File: config.mk
export PLATFORM = sky130hd
export DESIGN_NAME = exc_entry_unit
export DESIGN_NICKNAME = d
export VERILOG_FILES = /design/src/rtl/exc_pkg.sv /design/src/rtl/exc_pc_select.sv /design/src/rtl/exc_vector_gen.sv /design/src/rtl/exc_status_upd.sv /design/src/rtl/exc_entry_unit.sv
export SDC_FILE = /design/constraint.sdc
export NUM_CORES = 1
export LEC_CHECK = 0
export BUFFER_PORTS_ARGS = -buffer_cell sky130_fd_sc_hd__buf_2
export CAP_MARGIN = 20
export CORE_MARGIN = 10
export CORE_UTILIZATION = 40
export DETAILED_ROUTE_END_ITERATION = 6
export PLACE_DENSITY = 0.67
export SYNTH_ARGS = -nofsm -noshare
export SYNTH_HDL_FRONTEND = slang
export SYNTH_SLANG_ARGS = --single-unit
File: constraint.sdc
create_clock -name clk -period 4.1 [get_ports clk]
set_input_delay 0.41 -clock clk [delete_from_list [all_inputs] [get_ports clk]]
set_output_delay 0.41 -clock clk [all_outputs]
set_load 0.005 [all_outputs]
File: src/rtl/exc_pkg.sv
// Shared exception codes and widths for the exception entry unit.
// Assumes a 4-bit exception code field.
package exc_pkg;
    localparam int EXC_W = 4;

    typedef enum logic [EXC_W-1:0] {
        EXC_RESET   = 4'h1,
        EXC_BUSERR  = 4'h2,
        EXC_ALIGN   = 4'h6,
        EXC_ILLEGAL = 4'h7,
        EXC_RANGE   = 4'hB,
        EXC_SYSCALL = 4'hC,
        EXC_FPE     = 4'hD,
        EXC_TRAP    = 4'hE
    } exc_code_e;

    typedef enum logic [1:0] {
        PCK_ADVANCE = 2'd0,
        PCK_REWIND  = 2'd1,
        PCK_KEEP    = 2'd2,
        PCK_UNKNOWN = 2'd3
    } pc_kind_e;
endpackage

File: src/rtl/exc_pc_select.sv
// Computes the next saved exception PC from the exception class.
// Assumes: combinational only; the caller decides whether to load it.
module exc_pc_select
    import exc_pkg::*;
#(
    parameter int XLEN       = 32,
    parameter int INSN_BYTES = 4
) (
    input  logic [EXC_W-1:0] code,
    input  logic [XLEN-1:0]  fault_pc,
    input  logic             in_dslot,
    input  logic [XLEN-1:0]  epc_cur,
    output logic [XLEN-1:0]  epc_nxt,
    output logic             code_known
);
    localparam logic [XLEN-1:0] STEP = XLEN'(INSN_BYTES);

    pc_kind_e kind;

    // Classify the code into the PC treatment it needs.
    always_comb begin
        case (code)
            EXC_SYSCALL, EXC_FPE:                          kind = PCK_ADVANCE;
            EXC_BUSERR, EXC_ALIGN, EXC_ILLEGAL, EXC_RANGE: kind = PCK_REWIND;
            EXC_RESET, EXC_TRAP:                           kind = PCK_KEEP;
            default:                                       kind = PCK_UNKNOWN;
        endcase
    end

    // Apply the class rule and the delay-slot rewind.
    always_comb begin
        code_known = (kind != PCK_UNKNOWN);
        case (kind)
            PCK_ADVANCE: epc_nxt = in_dslot ? fault_pc : fault_pc + STEP;
            PCK_REWIND:  epc_nxt = in_dslot ? fault_pc - STEP : fault_pc;
            default:     epc_nxt = epc_cur;
        endcase
    end
endmodule

File: src/rtl/exc_vector_gen.sv
// Builds the handler address from the code and the high-base status bit.
// Assumes the shifted code fits in the word.
module exc_vector_gen
    import exc_pkg::*;
#(
    parameter int              XLEN      = 32,
    parameter int              VEC_SHIFT = 8,
    parameter logic [XLEN-1:0] HI_BASE   = 32'hF000_0000
) (
    input  logic [EXC_W-1:0] code,
    input  logic             hi_sel,
    output logic [XLEN-1:0]  vec_addr
);
    localparam int USED = VEC_SHIFT + EXC_W;

    logic [XLEN-1:0] offset;

    // Place the code at its shift; pad the upper bits when the word is wider.
    generate
        if (USED < XLEN) begin : g_pad
            assign offset = {{(XLEN-USED){1'b0}}, code, {VEC_SHIFT{1'b0}}};
        end else begin : g_trunc
            assign offset = XLEN'({code, {VEC_SHIFT{1'b0}}});
        end
    endgenerate

    // Add the base picked by the status bit.
    always_comb vec_addr = offset + (hi_sel ? HI_BASE : '0);
endmodule

File: src/rtl/exc_status_upd.sv
// Computes the next status word for entry and return.
// Assumes entry and return are already made exclusive by the caller.
module exc_status_upd #(
    parameter int XLEN    = 32,
    parameter int DSX_BIT = 13,
    parameter int FO_BIT  = 15
) (
    input  logic            do_entry,
    input  logic            do_return,
    input  logic            in_dslot,
    input  logic [XLEN-1:0] sr_live,
    input  logic [XLEN-1:0] sr_saved,
    input  logic [XLEN-1:0] sr_cur,
    output logic [XLEN-1:0] sr_nxt
);
    // Select the source word and patch the single bit each path owns.
    always_comb begin
        sr_nxt = sr_cur;
        if (do_entry) begin
            sr_nxt          = sr_live;
            sr_nxt[DSX_BIT] = in_dslot;
        end else if (do_return) begin
            sr_nxt          = sr_saved;
            sr_nxt[FO_BIT]  = 1'b1;
        end
    end
endmodule

File: src/rtl/exc_entry_unit.sv
// Exception entry/return unit: registers the saved PC and status, the
// updated status, the effective address, and redirect and halt strobes.
// Assumes single-cycle request pulses; entry (including trap) beats return.
module exc_entry_unit
    import exc_pkg::*;
#(
    parameter int              XLEN       = 32,
    parameter int              INSN_BYTES = 4,
    parameter int              VEC_SHIFT  = 8,
    parameter logic [XLEN-1:0] HI_BASE    = 32'hF000_0000,
    parameter int              DSX_BIT    = 13,
    parameter int              EPH_BIT    = 14,
    parameter int              FO_BIT     = 15
) (
    input  logic             clk,
    input  logic             rst_n,
    input  logic             req_valid,
    input  logic [EXC_W-1:0] req_code,
    input  logic [XLEN-1:0]  req_pc,
    input  logic             req_dslot,
    input  logic [XLEN-1:0]  sr_in,
    input  logic             rfe_valid,
    input  logic             dslot_next,
    output logic [XLEN-1:0]  epc_q,
    output logic [XLEN-1:0]  esr_q,
    output logic [XLEN-1:0]  sr_q,
    output logic [XLEN-1:0]  eear_q,
    output logic             redir_valid,
    output logic [XLEN-1:0]  redir_pc,
    output logic             halt_valid,
    output logic [XLEN-1:0]  halt_pc,
    output logic             bad_code,
    output logic             dslot_pend_q
);
    logic            is_trap, do_entry, do_trap, do_return;
    logic            code_known;
    logic [XLEN-1:0] epc_nxt, vec_addr, sr_nxt;

    // Arbitrate: any request (entry or trap) suppresses a return.
    always_comb begin
        is_trap   = (req_code == EXC_TRAP);
        do_entry  = req_valid && !is_trap;
        do_trap   = req_valid && is_trap;
        do_return = rfe_valid && !req_valid;
    end

    exc_pc_select #(.XLEN(XLEN), .INSN_BYTES(INSN_BYTES)) u_pc (
        .code(req_code), .fault_pc(req_pc), .in_dslot(req_dslot),
        .epc_cur(epc_q), .epc_nxt(epc_nxt), .code_known(code_known)
    );

    exc_vector_gen #(.XLEN(XLEN), .VEC_SHIFT(VEC_SHIFT), .HI_BASE(HI_BASE)) u_vec (
        .code(req_code), .hi_sel(sr_in[EPH_BIT]), .vec_addr(vec_addr)
    );

    exc_status_upd #(.XLEN(XLEN), .DSX_BIT(DSX_BIT), .FO_BIT(FO_BIT)) u_sr (
        .do_entry(do_entry), .do_return(do_return), .in_dslot(req_dslot),
        .sr_live(sr_in), .sr_saved(esr_q), .sr_cur(sr_q), .sr_nxt(sr_nxt)
    );

    // Architectural state: saved PC, saved status, status, effective address.
    always_ff @(posedge clk) begin
        if (!rst_n) begin
            epc_q  <= '0;
            esr_q  <= '0;
            sr_q   <= '0;
            eear_q <= '0;
        end else begin
            sr_q <= sr_nxt;
            if (do_entry) begin
                epc_q <= epc_nxt;
                esr_q <= sr_in;
                if (req_code == EXC_ILLEGAL) eear_q <= req_pc;
            end
        end
    end

    // One-cycle strobes for redirect, halt and the bad-code flag.
    always_ff @(posedge clk) begin
        if (!rst_n) begin
            redir_valid <= 1'b0;
            redir_pc    <= '0;
            halt_valid  <= 1'b0;
            halt_pc     <= '0;
            bad_code    <= 1'b0;
        end else begin
            redir_valid <= do_entry || do_return;
            redir_pc    <= do_entry ? vec_addr : (do_return ? epc_q : '0);
            halt_valid  <= do_trap;
            halt_pc     <= do_trap ? req_pc : '0;
            bad_code    <= do_entry && !code_known;
        end
    end

    // Pending delay-slot state, flushed by any entry or return.
    always_ff @(posedge clk) begin
        if (!rst_n) dslot_pend_q <= 1'b0;
        else        dslot_pend_q <= (do_entry || do_return) ? 1'b0 : dslot_next;
    end
endmodule

# Word-level counts from Yosys, hierarchy flattened

Memories as Yosys holds them, arrays and structs flattened.
Index checks and enable logic that the tools add are counted.

Output and inout port bits: 196
Input port bits: 74
Word-level logic and storage cells: 42
Register bits after elaboration: 196
Memory bits (read-only): 32
Memories kept: 1

Memory list:

| memory          | words | bits a word | read ports | clocked after Yosys merged registers in | write ports | RTL line            | text |
|---|---|---|---|---|---|---|---|
| (no name shown) | 16    | 2           | 1          | 0                                       | 0           | exc_pc_select.sv:22 | `case (code)` |

Reduce and logical (&&, ||, !) cells: 15
Mux-type cells: 8
Bitwise gates (word level): 1
Equality and inequality tests: 4
$add $sub $neg: 3

Operators with widths:

| kind                                                                  | number |
|---|---|
| 32-bit 2-to-1 mux                                                     | 7 |
| 32-bit case mux with 2 select lines                                   | 1 |
| 12-bit by 32-bit adder with 32-bit output                             | 1 |
| 32-bit by 3-bit adder with 32-bit output, second input constant       | 1 |
| 32-bit by 3-bit subtractor with 32-bit output, second input constant  | 1 |
| 2-bit AND reduction                                                   | 3 |
| 4-bit by 3-bit equality test with 1-bit output, second input constant | 1 |
| 4-bit equality test, second input constant                            | 1 |
| 1-bit logical AND                                                     | 4 |
| 2-bit nonzero test                                                    | 2 |
| 1-bit zero test                                                       | 3 |
| 2-bit by 1-bit equality test with 1-bit output, second input constant | 1 |
| 2-bit zero test                                                       | 1 |
| 2-bit inequality test, second input constant                          | 1 |
| 2-bit OR reduction                                                    | 1 |
| 1-bit logical OR                                                      | 1 |
| 1-bit NOT                                                             | 1 |

# Logic depth before layout (Yosys ltp)

Depth in word-level cells: 5
Gate-level depth with buffers: 9
Depth with buffers taken out: 8

# Hierarchy

From an unflattened synthesis, not the netlist that was laid out.

Cell total of the unflattened synthesis: 1106
Area total of the unflattened synthesis: 9561.7 um^2

By module, submodules not included:

| module         | cells an instance | area an instance (um^2) | times used | seq. area each (um^2) |
|---|---|---|---|---|
| exc_entry_unit | 675               | 6645.1                  | 1          | 3923.8 |
| exc_pc_select  | 291               | 1960.6                  | 1          | 0.0 |
| exc_status_upd | 107               | 711.9                   | 1          | 0.0 |
| exc_vector_gen | 33                | 244.0                   | 1          | 0.0 |

# Least setup slack after synthesis

Ideal clock, no wire load.

Kind: input to register
Start: input port req_pc[11]
End: register epc_q[31]
Library setup time: 0.117 ns
Data required time: 3.983 ns
Data arrival time: 2.469 ns
Path buffers: 1
Stages: 7
Setup slack: 1.514 ns
Path through: buf_4 or4_4 or4b_4 or3_1 nor3_2 o21ai_1 a32o_1

Longest elaborated chain between the ends: 3
Elaborated cells between the ends (all ways): 5
Those cells by class: add/sub: 2; mux: 3

RTL lines:

| element                                                                                                          | RTL line                                 | text |
|---|---|---|
| start: declaration                                                                                               | exc_entry_unit.sv:19                     | `input logic [XLEN-1:0] req_pc,` |
| 32-bit by 3-bit subtractor with 32-bit output / 32-bit by 3-bit adder with 32-bit output (equally long branches) | exc_pc_select.sv:35, exc_pc_select.sv:34 |  |
| 32-bit 2-to-1 mux (on tied branches)                                                                             | exc_pc_select.sv:35, exc_pc_select.sv:34 |  |
| 32-bit case mux with 2 select lines *                                                                            | exc_pc_select.sv:33                      | `case (kind)` |
| end signal: assignment                                                                                           | exc_entry_unit.sv:71                     | `epc_q <= epc_nxt;` |
| end: declaration                                                                                                 | exc_entry_unit.sv:24                     | `output logic [XLEN-1:0] epc_q,` |

Mark *: on every way between the ends. The rest lies on a longest branch, timed or not.
A chain may end at the register's enable or synchronous reset.

# Final worst setup path

Start: input port req_pc[10]
End: register epc_q[20]

Same word-level chain as after synthesis.

==> impl_table.tex <==
\begin{tabular}{lr}
\hline
Metric & Value \\
\hline
\multicolumn{2}{l}{\textbf{Finish}} \\
Post-route insts no fill & 1290 \\
Final antenna diode count & 0 \\
Number of nets in the finished design & 1124 \\
Layout cell share with drive strength beyond 1 & a little under a third \\
Area growth from synthesis to final layout & 27.58\% \\
Number of filler cells placed in the layout & 1700 \\
Post-route standard cell area excluding fillers & 0.009545 mm2 \\
\multicolumn{2}{l}{\textbf{Drt}} \\
Final routed wire length divided by cell count & 19.10 um \\
Via-to-Cell Ratio & 5.251 \\
Antenna Nets Post-Route & 0 \\
Total detailed-routing wirelength & 24.64 mm \\
First-pass DRT Iterations & 5 \\
Violation count after the first detailed-route iteration & 541 \\
Total vias in the final route & 6774 \\
DRC errors left & 0 \\
\multicolumn{2}{l}{\textbf{STA}} \\
Clock skew & 0.01043 ns \\
Final hold violation count & 0 \\
Slew HR & 27.34\% \\
Post-route setup TNS & 0 ns \\
Final Max Slew Viols & 0 \\
Final worst path period need & 2.321 ns \\
RSZ-0062 raised after global routing & false \\
Highest Clock Rate & roughly 430 MHz \\
Setup-failing EPs final & 0 \\
Slew of the pin with the lowest slew margin & around 1.1 ns \\
Post-route clock period utilization & between 50\% and 60\% \\
Worst hold slack across all endpoints & 0.2158 ns \\
\multicolumn{2}{l}{\textbf{Placed design}} \\
Gp weighted congestion & between 0.8 and 0.9 \\
Count of port buffers added during placement & 269 \\
Detailed placer's ending HPWL & 18.10 mm \\
Placed Instance Area & a little under 0.009 mm2 \\
Placed cell count & about 1300 \\
\multicolumn{2}{l}{\textbf{Global routing}} \\
Global-route wire length before repair & 37.48 mm \\
Pin count of the biggest net entering global routing & 108 \\
Antenna violations before repair & 0 \\
Number of global-route vias before repair & around 6400 \\
Tot GR Track Use & about a fifth \\
Met1 Resource Use GR & 24.81\% \\
Total congestion overflow & 0 \\
Top Usage Layer GRT & met2 \\
Met2 track demand over resource & 30.86\% \\
Global routing usage on met3 & 4.496\% \\
\multicolumn{2}{l}{\textbf{Clock tree}} \\
Clock network latency to the later pin of the worst-skew pair & 0.43 ns \\
Number of buffers between clock root and the deepest sink & 2 \\
CTS tree & built \\
H-tree depth reported by CTS & 4 \\
Total CTS buffers & 17 \\
Clock slew at the register clock pins of the worst setup and hold paths & 0.07 ns \\
Resized Gates After CTS & 0 \\
Clock net sink count & a little under 200 \\
CTS Hold Bufs & 0 \\
Post-CTS setup buffer count & 0 \\
Root buffer selected by CTS & sky130\_fd\_sc\_hd\_\_clkbuf\_16 \\
\multicolumn{2}{l}{\textbf{Synth}} \\
Yosys top cell by area & sky130\_fd\_sc\_hd\_\_dfxtp\_1 \\
Area share of the largest cell type after synthesis & 52.44\% \\
Number of storage elements in the synthesis netlist & 196 \\
Gate Count Post-Synth & 820 \\
Sequential fraction of the synthesis area & 52.44\% \\
EDFF count, synth & 0 \\
Synthesized area per cell & 9.125 um2 \\
Yosys warnings & 0 \\
Most numerous cell in the Yosys netlist & sky130\_fd\_sc\_hd\_\_dfxtp\_1 \\
Synthesized cell area & between 0.007 and 0.008 mm2 \\
Number of nets produced by synthesis & 896 \\
Cell types with the largest area share after synthesis & sky130\_fd\_sc\_hd\_\_dfxtp\_1, sky130\_fd\_sc\_hd\_\_nand2\_1, sky130\_fd\_sc\_hd\_\_mux2i\_1 \\
Synth async-reset ratio & 0\% \\
Distinct cell type count of the synthesized netlist & 58 \\
Main synth FF type & sky130\_fd\_sc\_hd\_\_dfxtp\_1 \\
Top cells by count, synth & sky130\_fd\_sc\_hd\_\_dfxtp\_1, sky130\_fd\_sc\_hd\_\_nand2\_1, sky130\_fd\_sc\_hd\_\_clkbuf\_1 \\
\multicolumn{2}{l}{\textbf{Min path}} \\
Worst Hold Class & in2reg \\
\multicolumn{2}{l}{\textbf{Power and ir drop}} \\
Total power divided by cell area & around 430 mW/mm2 \\
Portion of total power attributed to combinational logic & 9.5\% \\
Relative contribution of sequential cells to total power & 49.5\% \\
Fraction of power spent switching nets & 25.25\% \\
Clock power frac & 41.0\% \\
Leakage component of the power & 4.333 nW \\
Switching power of the nets & 0.001027 W \\
Maximum vdd drop & approximately 0.29 mV \\
Power Internal & roughly 0.003 W \\
Pwr Total & between 0.004 and 0.005 W \\
\multicolumn{2}{l}{\textbf{Worst setup path}} \\
Startpoint-to-endpoint class of the critical path & in2reg \\
Peak fanout along the critical path & 9 \\
Endpoint kind of the worst setup timing path & flip-flop \\
Category of the worst setup path launch point & input port \\
CP Data Arrival Time & 2.67 ns \\
Critical Path RT & about 4.5 ns \\
\multicolumn{2}{l}{\textbf{Floorplan}} \\
Die span in y & 156.8 um \\
Core outline area & 0.01821 mm2 \\
Initial core utilization & 41.09\% \\
DIE AREA & around 0.025 mm2 \\
Number of top-level design ports & 270 \\
Number of rows in the core area & 49 \\
Floorplan die width & roughly 160 um \\
\multicolumn{2}{l}{\textbf{Job}} \\
Max-cap violations & 0 \\
\multicolumn{2}{l}{\textbf{Run status}} \\
Result of the run & finished, final reports clean \\
\hline
\end{tabular}
## critical path: stages
cell	delay [ns]
sky130_fd_sc_hd__buf_2	0.15
sky130_fd_sc_hd__or4_4	0.55
sky130_fd_sc_hd__or4b_4	0.57
sky130_fd_sc_hd__or3_4	0.46
sky130_fd_sc_hd__o41ai_2	0.27
sky130_fd_sc_hd__nand4b_1	0.13
sky130_fd_sc_hd__o211ai_1	0.12
## per-stage QoR
| stage | worst slack [ns] | utilization [%] |
|---|---|---|
| 2_1_floorplan | 1.514 | - |
| 3_3_place_gp | 1.371 | 48.98 |
| 3_5_place_dp | 1.358 | 48.98 |
| 4_1_cts | 1.807 | 52.21 |
| 5_1_grt | 1.551 | 52.42 |
| 6_report | 1.779 | 52.42 |
## registers in the layout (all words and copies together) (netlist names)
name,cells
eear_q,32
epc_q,32
sr_q,32
halt_pc,32
halt_valid,1
esr_q,32
bad_code,1
dslot_pend_q,1
redir_pc,32
redir_valid,1
## power groups by stage
stage | Combinational (W) | Sequential [W] | Clock [W]
floorplan | 0.000196 | 0.00206 | 0
CTS | 0.000388 | 0.00201 | 0.00171
detailed placement | 0.000388 | 0.00205 | 0
global route | 0.000429 | 0.00202 | 0.00178
finish | 0.000387 | 0.00201 | 0.00167
global placement | 0.000384 | 0.00205 | 0
## layout make-up
| class | count | area (um2) | share of cell area [%] |
|---|---|---|---|
| Clock buffer | 18 | 439.2 | 4.601 |
| Clock inverter | 14 | 148.9 | 1.560 |
| Inverter | 6 | 23.77 | 0.2490 |
| Multi-Input combinational cell | 547 | 3271 | 34.26 |
| Sequential cell | 196 | 3924 | 41.11 |
| Tap cell | 229 | 286.5 | 3.002 |
| Timing Repair Buffer | 280 | 1453 | 15.22 |
## final timing paths
path	slack [ns]	startpoint	endpoint	cells after the start
worst max-delay path	1.78	req_pc[10]	epc_q[20]	7
worst min-delay path	0.22	sr_in[13]	esr_q[13]	3
worst max register to register	3.26	epc_q[28]	epc_q[28]	2
worst min register to register	0.45	sr_q[15]	sr_q[15]	2
## placed cells by master, fill, tap and decap left out, types with 9 or more instances in the layout
cell,instances
sky130_fd_sc_hd__nor2_1,50
sky130_fd_sc_hd__mux2i_1,32
sky130_fd_sc_hd__nor3_1,10
sky130_fd_sc_hd__o21ai_0,10
sky130_fd_sc_hd__or3_1,15
sky130_fd_sc_hd__o31ai_1,31
sky130_fd_sc_hd__buf_4,9
sky130_fd_sc_hd__and3_1,30
sky130_fd_sc_hd__a21oi_1,47
sky130_fd_sc_hd__nor4_1,11
sky130_fd_sc_hd__nand2_1,110
sky130_fd_sc_hd__nand3_1,57
sky130_fd_sc_hd__buf_2,269
sky130_fd_sc_hd__clkbuf_16,17
sky130_fd_sc_hd__nand4b_1,9
sky130_fd_sc_hd__dfxtp_1,196
sky130_fd_sc_hd__and2_1,28
## per-layer routing
| metal | part of all wire [%] | vias to the layer above | wire length, um |
|---|---|---|---|
| li1 | - | 3351 | - |
| met1 | 43 | 3168 | 10630 |
| met2 | 48 | 227 | 11710 |
| met3 | 7.0 | 28 | 1736 |
| met4 | 2.3 | 0 | 559 |
| met5 | 0 | - | 0 |
## cell families after synthesis
group / count (synthesis) / share of synthesized area (%)
AOI/OAI and AO/OA: 143 / 13.04
xor gates and xnor gates: 16 / 1.873
adders and majority gates: 2 / 0.3344
buffers and inverters: 77 / 4.097
DFF: 196 / 52.44
muxes: 32 / 4.281
and+or+nand+nor: 354 / 23.93
Note: power is estimated with default switching activity, not from simulation.
